File: src/rtl/sio_cmd_pkg.sv
package sio_cmd_pkg;

  typedef enum logic [2:0] {
    CMD_NULL     = 3'b000,
    CMD_SPARE    = 3'b001,
    CMD_EXT_REL  = 3'b010,
    CMD_ABORT    = 3'b011,
    CMD_RX_ARM   = 3'b100,
    CMD_TX_QUIET = 3'b101,
    CMD_ERR_CLR  = 3'b110,
    CMD_IUS_RET  = 3'b111
  } cmd_e;

  typedef enum logic [1:0] {
    RXM_OFF   = 2'b00,
    RXM_FIRST = 2'b01,
    RXM_EVERY = 2'b10,
    RXM_SPEC  = 2'b11
  } rx_mode_e;

  localparam int unsigned NSRC    = 3;
  localparam int unsigned SRC_EXT = 0;
  localparam int unsigned SRC_TX  = 1;
  localparam int unsigned SRC_RX  = 2;

  typedef struct packed {
    logic ext_rel;
    logic abort;
    logic rx_arm;
    logic tx_quiet;
    logic err_clr;
    logic ius_ret;
  } cmd_stb_t;

endpackage

File: src/rtl/sio_cmd_dec.sv
module sio_cmd_dec
  import sio_cmd_pkg::*;
(
  input  logic       wr_en,
  input  logic [2:0] cmd_field,
  output cmd_stb_t   stb
);

  cmd_e code;

  always_comb begin
    code = cmd_e'(cmd_field);
    stb  = '0;
    if (wr_en) begin
      unique case (code)
        CMD_EXT_REL:  stb.ext_rel  = 1'b1;
        CMD_ABORT:    stb.abort    = 1'b1;
        CMD_RX_ARM:   stb.rx_arm   = 1'b1;
        CMD_TX_QUIET: stb.tx_quiet = 1'b1;
        CMD_ERR_CLR:  stb.err_clr  = 1'b1;
        CMD_IUS_RET:  stb.ius_ret  = 1'b1;
        default:      stb          = '0;
      endcase
    end
  end

endmodule

File: src/rtl/sio_ext_latch.sv
module sio_ext_latch #(
  parameter int unsigned EXT_W = 2
) (
  input  logic             clk,
  input  logic             rst_n,
  input  logic [EXT_W-1:0] ext_in,
  input  logic             ext_ie,
  input  logic             release_cmd,
  output logic             held,
  output logic [EXT_W-1:0] latched
);

  logic [EXT_W-1:0] lat_q, lat_d;
  logic             held_q, held_d;
  logic             fire;
  logic             lat_en;

  // a change is seen only while released; capture freezes the value
  always_comb begin
    fire   = ~held_q & ext_ie & (ext_in != lat_q);
    lat_en = ~held_q;
    lat_d  = ext_in;
    if (fire)
      held_d = 1'b1;
    else if (release_cmd)
      held_d = 1'b0;
    else
      held_d = held_q;
  end

  always_ff @(posedge clk or negedge rst_n) begin
    if (!rst_n) begin
      lat_q  <= '0;
      held_q <= 1'b0;
    end else begin
      if (lat_en) lat_q <= lat_d;
      held_q <= held_d;
    end
  end

  assign held    = held_q;
  assign latched = lat_q;

endmodule

File: src/rtl/sio_irq_prio.sv
module sio_irq_prio
  import sio_cmd_pkg::*;
(
  input  logic            clk,
  input  logic            rst_n,
  input  logic [NSRC-1:0] pend,
  input  logic [NSRC-1:0] en,
  input  logic            ack,
  input  logic            ius_ret,
  output logic            irq,
  output logic [NSRC-1:0] grant,
  output logic [NSRC-1:0] ius
);

  logic [NSRC-1:0] ius_q, ius_d;
  logic [NSRC-1:0] req;
  logic [NSRC-1:0] top_req;
  logic [NSRC-1:0] top_ius;

  // a source requests only when nothing at or above its rank is in service
  for (genvar i = 0; i < NSRC; i++) begin : g_req
    assign req[i] = pend[i] & en[i] & ~(|ius_q[NSRC-1:i]);
  end

  always_comb begin
    top_req = '0;
    top_ius = '0;
    for (int i = 0; i < NSRC; i++) begin
      if (req[i]) begin
        top_req    = '0;
        top_req[i] = 1'b1;
      end
      if (ius_q[i]) begin
        top_ius    = '0;
        top_ius[i] = 1'b1;
      end
    end
    grant = ack ? top_req : '0;
    ius_d = (ius_q & ~(ius_ret ? top_ius : '0)) | grant;
  end

  always_ff @(posedge clk or negedge rst_n) begin
    if (!rst_n) ius_q <= '0;
    else        ius_q <= ius_d;
  end

  assign irq = |req;
  assign ius = ius_q;

endmodule

File: src/rtl/sio_cmd_irq.sv
module sio_cmd_irq
  import sio_cmd_pkg::*;
#(
  parameter int unsigned DATA_W  = 8,
  parameter int unsigned CMD_LSB = 3,
  parameter int unsigned EXT_W   = 2
) (
  input  logic              clk,
  input  logic              rst_n,
  input  logic              wr_en,
  input  logic [DATA_W-1:0] wr_data,
  input  logic              tx_ie,
  input  logic [1:0]        rx_mode,
  input  logic              ext_ie,
  input  logic              tx_buf_empty,
  input  logic              tx_load,
  input  logic              crc_done,
  input  logic              rx_push,
  input  logic              rx_avail,
  input  logic              rx_special,
  input  logic [EXT_W-1:0]  ext_in,
  input  logic              int_ack,
  output logic              irq,
  output logic              abort_send,
  output logic              err_clr,
  output logic              rx_hold,
  output logic              rx_discard,
  output logic [NSRC-1:0]   pending,
  output logic [NSRC-1:0]   in_service,
  output logic [EXT_W-1:0]  ext_latched
);

  localparam int unsigned CMD_MSB = CMD_LSB + 2;

  cmd_stb_t        stb;
  rx_mode_e        mode;
  logic            unused_bits;
  logic            ext_held;
  logic [NSRC-1:0] grant;
  logic [NSRC-1:0] en_vec;

  logic txe_q, tx_block_q, tx_pend_q, spec_q, arm_q, rx_pend_q, hold_q;
  logic abort_q, errclr_q, disc_q;
  logic tx_block_d, tx_pend_d, arm_d, rx_pend_d, hold_d;
  logic abort_d, errclr_d, disc_d;
  logic tx_rise, tx_free, tx_set;
  logic spec_now, spec_rise, first_fire, rx_set, hold_mode;

  assign unused_bits = ^wr_data;

  sio_cmd_dec u_dec (
    .wr_en     (wr_en),
    .cmd_field (wr_data[CMD_MSB:CMD_LSB]),
    .stb       (stb)
  );

  sio_ext_latch #(.EXT_W(EXT_W)) u_ext (
    .clk         (clk),
    .rst_n       (rst_n),
    .ext_in      (ext_in),
    .ext_ie      (ext_ie),
    .release_cmd (stb.ext_rel),
    .held        (ext_held),
    .latched     (ext_latched)
  );

  // ---------------- transmit and receive pending ----------------
  always_comb begin
    mode = rx_mode_e'(rx_mode);

    tx_rise    = tx_buf_empty & ~txe_q;
    tx_free    = tx_load | crc_done;
    tx_set     = tx_ie & tx_rise & (~tx_block_q | tx_free);
    tx_pend_d  = tx_set | (tx_pend_q & ~(stb.tx_quiet | tx_load));
    tx_block_d = tx_free ? 1'b0 : (stb.tx_quiet | tx_block_q);

    spec_now   = rx_avail & rx_special;
    spec_rise  = spec_now & ~spec_q;
    first_fire = (mode == RXM_FIRST) & arm_q & (rx_push | rx_avail);
    rx_set     = ((mode != RXM_OFF) & spec_rise)
               | ((mode == RXM_EVERY) & rx_push)
               | first_fire;
    rx_pend_d  = rx_set | (rx_pend_q & ~grant[SRC_RX]);
    arm_d      = first_fire ? 1'b0 : (stb.rx_arm | arm_q);

    hold_mode  = (mode == RXM_FIRST) | (mode == RXM_SPEC);
    hold_d     = (hold_mode & spec_rise) | (hold_q & ~stb.err_clr);
    disc_d     = stb.err_clr & hold_q & spec_now;
    errclr_d   = stb.err_clr;
    abort_d    = stb.abort;
  end

  always_ff @(posedge clk or negedge rst_n) begin
    if (!rst_n) begin
      txe_q      <= 1'b1;
      tx_block_q <= 1'b0;
      tx_pend_q  <= 1'b0;
      spec_q     <= 1'b0;
      arm_q      <= 1'b1;
      rx_pend_q  <= 1'b0;
      hold_q     <= 1'b0;
      abort_q    <= 1'b0;
      errclr_q   <= 1'b0;
      disc_q     <= 1'b0;
    end else begin
      txe_q      <= tx_buf_empty;
      tx_block_q <= tx_block_d;
      tx_pend_q  <= tx_pend_d;
      spec_q     <= spec_now;
      arm_q      <= arm_d;
      rx_pend_q  <= rx_pend_d;
      hold_q     <= hold_d;
      abort_q    <= abort_d;
      errclr_q   <= errclr_d;
      disc_q     <= disc_d;
    end
  end

  // ---------------- priority and service ----------------
  assign pending = {rx_pend_q, tx_pend_q, ext_held};
  assign en_vec  = {(mode != RXM_OFF), tx_ie, ext_ie};

  sio_irq_prio u_prio (
    .clk     (clk),
    .rst_n   (rst_n),
    .pend    (pending),
    .en      (en_vec),
    .ack     (int_ack),
    .ius_ret (stb.ius_ret),
    .irq     (irq),
    .grant   (grant),
    .ius     (in_service)
  );

  assign abort_send = abort_q;
  assign err_clr    = errclr_q;
  assign rx_hold    = hold_q;
  assign rx_discard = disc_q;

endmodule

File: config.mk
export PLATFORM = sky130hd
export DESIGN_NAME = sio_cmd_irq
export DESIGN_NICKNAME = d
export VERILOG_FILES = /design/src/rtl/sio_cmd_pkg.sv /design/src/rtl/sio_cmd_dec.sv /design/src/rtl/sio_ext_latch.sv /design/src/rtl/sio_irq_prio.sv /design/src/rtl/sio_cmd_irq.sv
export SDC_FILE = /design/constraint.sdc
export NUM_CORES = 1
export LEC_CHECK = 0
export BUFFER_PORTS_ARGS = -buffer_cell sky130_fd_sc_hd__buf_2
export CAP_MARGIN = 20
export CORE_MARGIN = 8
export CORE_UTILIZATION = 47
export CTS_CLUSTER_DIAMETER = 150
export DETAILED_ROUTE_END_ITERATION = 6
export MAX_ROUTING_LAYER = met4
export PLACE_DENSITY = 0.8
export SLEW_MARGIN = 20
export SYNTH_ARGS = -nofsm -noshare
export SYNTH_HDL_FRONTEND = slang
export SYNTH_SLANG_ARGS = --single-unit
export TNS_END_PERCENT = 100
File: constraint.sdc
create_clock -name clk -period 2.88 [get_ports clk]
set_clock_uncertainty 0.15 [all_clocks]
set_input_delay 0.288 -clock clk [delete_from_list [all_inputs] [get_ports clk]]
set_output_delay 0.288 -clock clk [all_outputs]
set_load 0.02 [all_outputs]
### Word level (Yosys, flattened, before mapping)

Index checks and enable logic that the tools add are counted.
Widths: inputs -> output; s select.

* word-level logic and storage cells: 95
* bits in registers: 16
* input bits: 24
* output and inout port bits: 13

* muxes and demuxes: 19
* equal/unequal tests: 10
* reductions and logical operators: 5
* bitwise operators: 48

Operators with widths (count)
* $and 1x1->1: 23
* $mux 3: 6
* $eq 3x3->1 const B: 4
* $mux 1: 12
* $or 1x1->1: 12
* $not 1->1: 10
* $eq 3x2->1 const B: 2
* $mux 6: 1
* $reduce_or 3->1: 2
* $eq 2x2->1 const B: 2
* $reduce_bool 2->1: 2
* $and 3x3->3: 1
* $not 3->3: 1
* $or 3x3->3: 1
* $eq 2x1->1 const B: 1
* $ne 2x2->1: 1
* $reduce_or 2->1: 1

### Depth between registers and ports, before layout

Gate-level depths: netlist of run 1.

* depth in word-level cells: 10
* mapped depth: 3
* depth with buffers taken out: 3

### Cells and area by module

From an unflattened synthesis of run 1, not the netlist that was laid out.

* cell total of the unflattened synthesis: 69
* area, all modules: 783.3 um^2

By module, submodules not included
* sio_cmd_irq: seq. area each 252.7 um^2, times used 1, area each 389.1 um^2, cells each 33
* sio_irq_prio: seq. area each 75.1 um^2, times used 1, area each 195.2 um^2, cells each 21
* sio_ext_latch: seq. area each 75.1 um^2, times used 1, area each 130.1 um^2, cells each 9
* sio_cmd_dec: seq. area each 0.0 um^2, times used 1, area each 68.8 um^2, cells each 6

### Worst setup path after synthesis of run 1

Ideal clock, no wire load.

* path type: register to output
* start: register u_prio.ius_q[2] (netlist: u_prio.ius[2])
* end: output irq
* required time: 2.442 ns
* buffers on the path: 0
* arrival time: 1.168 ns
* setup slack: 1.274 ns
* stages on the path, launching flop included: 4
* cell sequence: dfrtp_1 > nor2_2 > and4b_1 > a311o_1

* cells in the longest elaborated chain, start to end: 4
* elaborated cells between the ends (all ways): 9
* classes of those cells: bitwise: 6; reduce/logical: 3

Ends and longest elaborated chain
* start, declared: RTL line sio_irq_prio.sv:15 `logic [NSRC-1:0] ius_q, ius_d;`
* start signal, assigned: RTL line sio_irq_prio.sv:44 `else ius_q <= ius_d;`
* $reduce_or 3->1 / $reduce_or 2->1 (equally long branches): RTL line sio_irq_prio.sv:22 `assign req[i] = pend[i] & en[i] & ~(|ius_q[NSRC-1:i]);`
* $not 1->1: RTL line sio_irq_prio.sv:22
* $and 1x1->1: RTL line sio_irq_prio.sv:22
* $reduce_or 3->1 (*): RTL line sio_irq_prio.sv:47 `assign irq = |req;`
* end, declared: RTL line sio_cmd_irq.sv:23 `output logic irq,`

Every way passes the cells marked *; elsewhere a longest branch is shown, timed or not.

### Worst setup path after layout of run 1

Same ends and word-level chain as after synthesis.

==> results of run 1 <==
## power groups by stage
stage               Combinational, mW  Sequential [mW]  Clock [mW]
floorplan                       0.140            0.380           0
global placement                0.268            0.338           0
detailed placement              0.274            0.340           0
CTS                             0.278            0.335       0.152
global route                    0.293            0.345       0.166
finish                          0.273            0.335       0.146
## area by class of cell
cell class | count | area share [%]
inverters | 5 | 1.933
multi-input cells | 43 | 32.73
clock buffers | 4 | 3.737
repair buffers | 33 | 18.04
well taps | 16 | 2.062
flip-flops and latches | 16 | 41.49
## per-layer routing
metal  track usage [%]  part of all wire, %  vias up
li1                  -                    -      314
met1             13.55                   44      289
met2             16.80                   47       23
met3             6.067                  7.5        5
met4             4.124                  1.8        0
met5                 -                    0        -
## state kept, by name, summed over array words and instances, names as in the netlist
signal         flops
abort_send         1
spec_q             1
u_ext.held         1
rx_hold            1
err_clr            1
tx_block_q         1
u_prio.ius         3
tx_pend_q          1
txe_q              1
u_ext.latched      2
rx_pend_q          1
arm_q              1
rx_discard         1
## path summary, 6_finish.rpt
kind | to | cells after the start
min in group asynchronous | u_prio.ius[2] | 2
max | irq | 4
min reg2reg | rx_hold | 1
max in group asynchronous | txe_q | 2
min | tx_block_q | 2
max reg2reg | u_prio.ius[0] | 3
## logic make-up (layout without fill, tap and decap cells)
kind of cell / after synthesis / count (layout) / synth area share [%]
compound gates: 13 / 13 / 13.79
xor+xnor: 2 / 2 / 2.299
buf+inv: 8 / 42 / 5.419
flops: 16 / 16 / 52.87
mux: 3 / 3 / 4.269
simple gates: 25 / 25 / 21.35
## cells in the final DEF, fill, tap and decap left out, drive strengths merged, types with 2 or more instances in the layout
cell type    count
and4b            4
and4bb           2
buf             31
clkbuf           4
dfrtp           14
dfstp            2
dlygate4sd3      2
inv              5
mux2             2
nand2            3
nand2b           2
nor2             7
nor3             2
o21ai            2
o32ai            2
xor2             2
## worst max-delay path, cell delays in order, from the launching register on
cell	delay [ns]
dfrtp_1	0.46
nor2_2	0.06
and4b_1	0.21
a311o_1	0.31
buf_2	0.16
## repair_timing
action,4_1_cts,5_1_grt
setup endpoints to repair,0,0
setup buffers,0,0
endpoints found under the hold margin,15,0
hold buffers,2,0
## per-stage QoR
stage          cell area, µm²  util (%)  setup slack (ns)
3_5_place_dp            914.6     60.71             1.277
2_1_floorplan           762.0         -             1.274
5_1_grt                 970.9     64.45            0.8785
4_1_cts                 970.9     64.45            0.9495
3_3_place_gp            914.6     60.71             1.275
6_report                970.9     64.45            0.9586
==> results.py, run 1 <==
metrics = {
    "pwr": {
        "pwr-share-seq_pct": 44.4,
        "combPwrFrac_pct": 36.2,
        "p_clk_share_pct": 19.3,
        "powerDensity_nw_per_um2": 776.7,
        "total_power_uw": 754.1,
        "p_int_uw": 479.7,
        "p_sw_share_pct": 36.39,
        "p_switching_uw": 274.4,
        "ir_drop_mv": 0.4186,
        "p_leak_nw": 0.4993,
    },
    "die": {
        "initial_core_util_pct": 50.58,
        "die-width_um": 56.27,
        "rows": 14,
        "die-area_um2": 3166,
        "die_y_um": 56.27,
        "ios": 37,
        "core-area_um2": 1506,
    },
    "worst_setup_path": {
        "r2r_start": "u_prio.ius[2]",
        "setup.worst_path.end_class": "output pin",
        "worstPathMaxFanout": 7,
        "critPathRequiredTime_ns": 2.44,
        "critPathKind": "register to output pin",
        "start_kind": "register",
        "startpoint": "u_prio.ius[2]",
        "rrSetupSlack_ns": 1.54,
        "arrival_ns": 1.48,
    },
    "synthesis": {
        "synth_cells": 67,
        "synth.top_cell.area_share_pct": 45.98,
        "ys_seq_elements": 16,
        "yosysWarnings": 0,
        "synth_area_leader_cell": "dfrtp_1",
        "synth_nets": 91,
        "avgSynthCellArea_um2": 11.37,
        "synth.most_common_cell": "dfrtp_1",
        "synth.distinct_cells": 30,
        "synth-seq-area-share_pct": 52.87,
        "async_reset_ff_share_pct": 100.0,
        "synthTopCellsByArea": "dfrtp_1 (46%), dfstp_2 (6.9%), and4b_1 (5.3%)",
        "synth_common_cells": "dfrtp_1 (14), nor2_1 (6), inv_1 (5)",
        "synth_edf_count": 0,
        "syn-cell-area_um2": 762.0,
        "synth-main-ff-cell": "dfrtp_1",
    },
    "finish": {
        "fin_cells": 117,
        "final_layout_size_suffix_gt1_share_pct": 42.57,
        "multi_input_area_um2": 317.8,
        "final_nets": 126,
        "regArea_um2": 402.9,
        "area.growth.synth_to_final_pct": 27.42,
        "diodes": 0,
        "fill_cells": 124,
    },
    "timing": {
        "hold_viol": 0,
        "slew_viol_final": 0,
        "fin_setup_tns_ns": 0,
        "slew_headroom_pct": 77.06,
        "finalCritPeriodShare_pct": 66.72,
        "period_minus_slack_ns": 1.921,
        "tightestPinTransition_ns": 0.3441,
        "rsz0062_at_grt": "no",
        "setup_violations": 0,
        "whs_ns": 0.02458,
        "fmax_mhz": 520.5,
    },
    "place": {
        "io_buffer_count": 31,
        "placedCellCount": 111,
        "place.gp.congestion": 0.7397,
        "dp_hpwl_mm": 1.351,
    },
    "clock_network": {
        "h-tree-depth": 1,
        "insertion_delay_ns": 0.28,
        "cts_made_buffers": 3,
        "cts-resized-gates": 0,
        "clock-sinks": 16,
        "cts_tree": "built",
        "cts_buffer_depth": 2,
        "path_clk_slew_ns": 0.09,
        "root_buffer": "clkbuf_4",
    },
    "drt": {
        "dr_total_vias": 631,
        "drtPass1Iterations": 4,
        "routed_via_density": 5.393,
        "drt_iter0_markers": 4,
        "finalWirelength_mm": 1.657,
        "ant_nets": 0,
        "post_drt_wl_per_cell_um": 14.16,
        "drc": 0,
    },
    "status": {
        "outcome": "finished, final reports clean",
    },
    "flow_run": {
        "cap_viol_max_count": 0,
    },
    "global_routing": {
        "grt_max_degree": 17,
        "grt_pass1_vias": 684,
        "antenna_found_initial": 0,
        "grt_pass1_wl_mm": 2.967,
        "grt_overflow": 0,
        "track_usage_pct": 11.66,
    },
    "min_path": {
        "hp-start": "crc_done",
        "min_path_type": "input port to register",
    },
}
Note: power is estimated with default switching activity, not from simulation.
==> inputs of run 2 (changes only) <==
--- a/config.mk
+++ b/config.mk
@@ -5,14 +5,15 @@
 export SDC_FILE = /design/constraint.sdc
 export NUM_CORES = 1
 export LEC_CHECK = 0
+export ABC_AREA = 1
 export BUFFER_PORTS_ARGS = -buffer_cell sky130_fd_sc_hd__buf_2
 export CAP_MARGIN = 20
 export CORE_MARGIN = 8
-export CORE_UTILIZATION = 47
+export CORE_UTILIZATION = 40
 export CTS_CLUSTER_DIAMETER = 150
 export DETAILED_ROUTE_END_ITERATION = 6
 export MAX_ROUTING_LAYER = met4
-export PLACE_DENSITY = 0.8
+export PLACE_DENSITY = 0.72
 export SLEW_MARGIN = 20
 export SYNTH_ARGS = -nofsm -noshare
 export SYNTH_HDL_FRONTEND = slang
==> constraint.sdc (replaced) <==
create_clock -name clk -period 1.67 [get_ports clk]
set_clock_uncertainty 0.15 [all_clocks]
set_input_delay 0.167 -clock clk [delete_from_list [all_inputs] [get_ports clk]]
set_output_delay 0.167 -clock clk [all_outputs]
set_load 0.02 [all_outputs]
==> results.py, run 2 <==
metrics = {
    "timing": {
        "whs_ns": 0.009725,
        "tightestPinTransition_ns": 0.3543,
        "period_minus_slack_ns": 1.561,
        "finalCritPeriodShare_pct": 93.46,
        "slew_headroom_pct": 76.38,
        "hold_viol": 0,
        "setup_violations": 0,
        "slew_viol_final": 0,
        "fmax_mhz": 640.7,
    },
    "synthesis": {
        "synth_cells": 92,
        "synthTopCellsByArea": "dfrtp_1 (45%), nand2_1 (12%), dfstp_2 (6.7%)",
        "synth-seq-area-share_pct": 51.44,
        "async_reset_ff_share_pct": 100.0,
        "synth-main-ff-cell": "dfrtp_1",
        "synth_common_cells": "nand2_1 (24), dfrtp_1 (14), inv_1 (14)",
        "ys_seq_elements": 16,
        "synth_edf_count": 0,
        "yosysWarnings": 0,
        "synth.most_common_cell": "nand2_1",
        "avgSynthCellArea_um2": 8.514,
        "synth.distinct_cells": 21,
        "synth_area_leader_cell": "dfrtp_1",
        "synth.top_cell.area_share_pct": 44.73,
        "syn-cell-area_um2": 783.3,
        "synth_nets": 116,
    },
    "worst_setup_path": {
        "critPathKind": "register to output pin",
        "cp_slowest_cell": "dfrtp_1",
        "slowest_delay_ns": 0.39,
        "arrival_ns": 1.24,
        "setup.worst_path.end_class": "output pin",
        "start_kind": "register",
        "path_cells": "inv_2 > nand2_1 > nor2_2 > nor2_2 > nand2_1 > buf_6",
        "worstPathMaxFanout": 3,
        "critPathRequiredTime_ns": 1.35,
        "rrSetupSlack_ns": 0.55,
    },
    "die": {
        "initial_core_util_pct": 41.18,
        "rows": 16,
        "core-area_um2": 1902,
        "die-area_um2": 3630,
        "die_y_um": 60.25,
        "die-width_um": 60.25,
        "ios": 37,
    },
    "status": {
        "outcome": "finished, final reports clean",
    },
    "pwr": {
        "ir_drop_mv": 0.7303,
        "powerDensity_nw_per_um2": 1260,
        "p_leak_nw": 0.5828,
    },
    "finish": {
        "diodes": 0,
        "final_core_utilization_pct": 57.11,
        "final_nets": 159,
        "regArea_um2": 402.9,
        "final_layout_size_suffix_gt1_share_pct": 36.84,
        "final_common_cell": "buf_2",
        "multi_input_area_um2": 306.5,
        "final_cell_area_um2": 1086,
        "largest_reg_flops": 3,
        "area.growth.synth_to_final_pct": 38.66,
        "fill_cells": 174,
        "mostFrequentLayoutCells": "buf_2 (29), nand2_1 (23), inv_1 (14), dfrtp_1 (14), dlygate4sd3_1 (10)",
    },
    "place": {
        "place.gp.congestion": 0.7987,
        "placed_area_um2": 949.7,
        "dp_hpwl_mm": 1.478,
        "io_buffer_count": 31,
    },
    "clock_network": {
        "path_clk_slew_ns": 0.08,
        "insertion_delay_ns": 0.28,
        "cts_buffer_depth": 2,
        "root_buffer": "clkbuf_4",
        "h-tree-depth": 1,
        "cts_tree": "built",
        "cts_made_buffers": 3,
        "clock-sinks": 16,
    },
    "drt": {
        "post_drt_wl_per_cell_um": 12.40,
        "drt_iter0_markers": 8,
        "dr_total_vias": 727,
        "drc": 0,
        "ant_nets": 0,
        "drtPass1Iterations": 4,
        "finalWirelength_mm": 1.984,
        "routed_via_density": 4.544,
    },
    "flow_run": {
        "cap_viol_max_count": 0,
    },
    "global_routing": {
        "grt_max_degree": 17,
        "track_usage_pct": 12.45,
        "antenna_found_initial": 0,
        "grt_pass1_vias": 768,
        "grt_pass1_wl_mm": 3.291,
        "grt_overflow": 0,
    },
    "min_path": {
        "min_path_type": "input port to register",
    },
}
run 2: changes by cell type after synthesis, moves of 2 or more:
cell / delta
o21ai_0: +4
nand2_2: +2
and4bb_2: -2
xnor2_1: +2
nand2b_1: -2
inv_1: +9
and4b_1: -4
o32ai_1: -2
nand2_1: +21
nor2_2: +3
xor2_1: -2
nand4_1: +2
run 2: layout make-up:
class,count,area share (%)
multi-input combinational,58,28.23
sequential,16,37.10
clock buffer,3,2.074
tap,27,3.111
inverter,15,5.184
timing repair buffer,41,24.31
run 2: layer usage:
layer / global-route usage [%] / part of all wire, %
met3: 4.086 / 6.1
met1: 12.34 / 39
met5: - / 0
met2: 22.71 / 54
met4: 3.061 / 0.71
run 2: through the flow:
step	setup WS [ns]	instances	power (mW)	setup TNS, ns
floorplan	0.3895	92	0.9616	0
global placement	0.4055	147	1.107	0
detailed placement	0.3684	147	1.130	0
CTS	0.04097	160	1.343	0
global route	-0.007032	160	1.472	-0.007032
finish	0.1093	160	1.369	0
run 2: what timing repair did:
action	4_1_cts	5_1_grt
hold endpoints to repair	23	0
setup buffers	0	1
hold buffers	10	0
setup endpoints to repair	0	1
gates resized for setup	0	4
run 2: cells by family after synthesis:
| family | share of synthesized area, % |
|---|---|
| AO/OA/AOI/OAI | 5.431 |
| XOR/XNOR | 2.237 |
| buffers and inverters | 10.06 |
| flip-flops | 51.44 |
| multiplexers | 2.875 |
| AND/OR/NAND/NOR | 27.96 |
run 2: path summary, 6_finish.rpt:
kind	startpoint	endpoint	cells after the start
worst min-delay path	wr_data[3]	abort_send	3
worst min register to register	tx_block_q	tx_block_q	2
min in group asynchronous	rst_n	tx_block_q	2
worst max register to register	u_prio.ius[2]	u_prio.ius[0]	6
max in group asynchronous	rst_n	arm_q	2
worst max-delay path	u_prio.ius[2]	irq	6
run 2: power by group:
part | total, mW | switching [mW] | internal, mW | leakage, nW
clock network | 0.192 | 0.109 | 0.0836 | 0.0138
logic | 0.595 | 0.350 | 0.245 | 0.376
registers | 0.581 | 0.0876 | 0.494 | 0.193
total | 1.37 | 0.546 | 0.822 | 0.583
run 2: worst max-delay path: cells and delay by family, from the launching register on:
kind,cells,cell delay (ns)
buffers and inverters,2,0.21
flip-flops,1,0.39
AND/OR/NAND/NOR,4,0.36
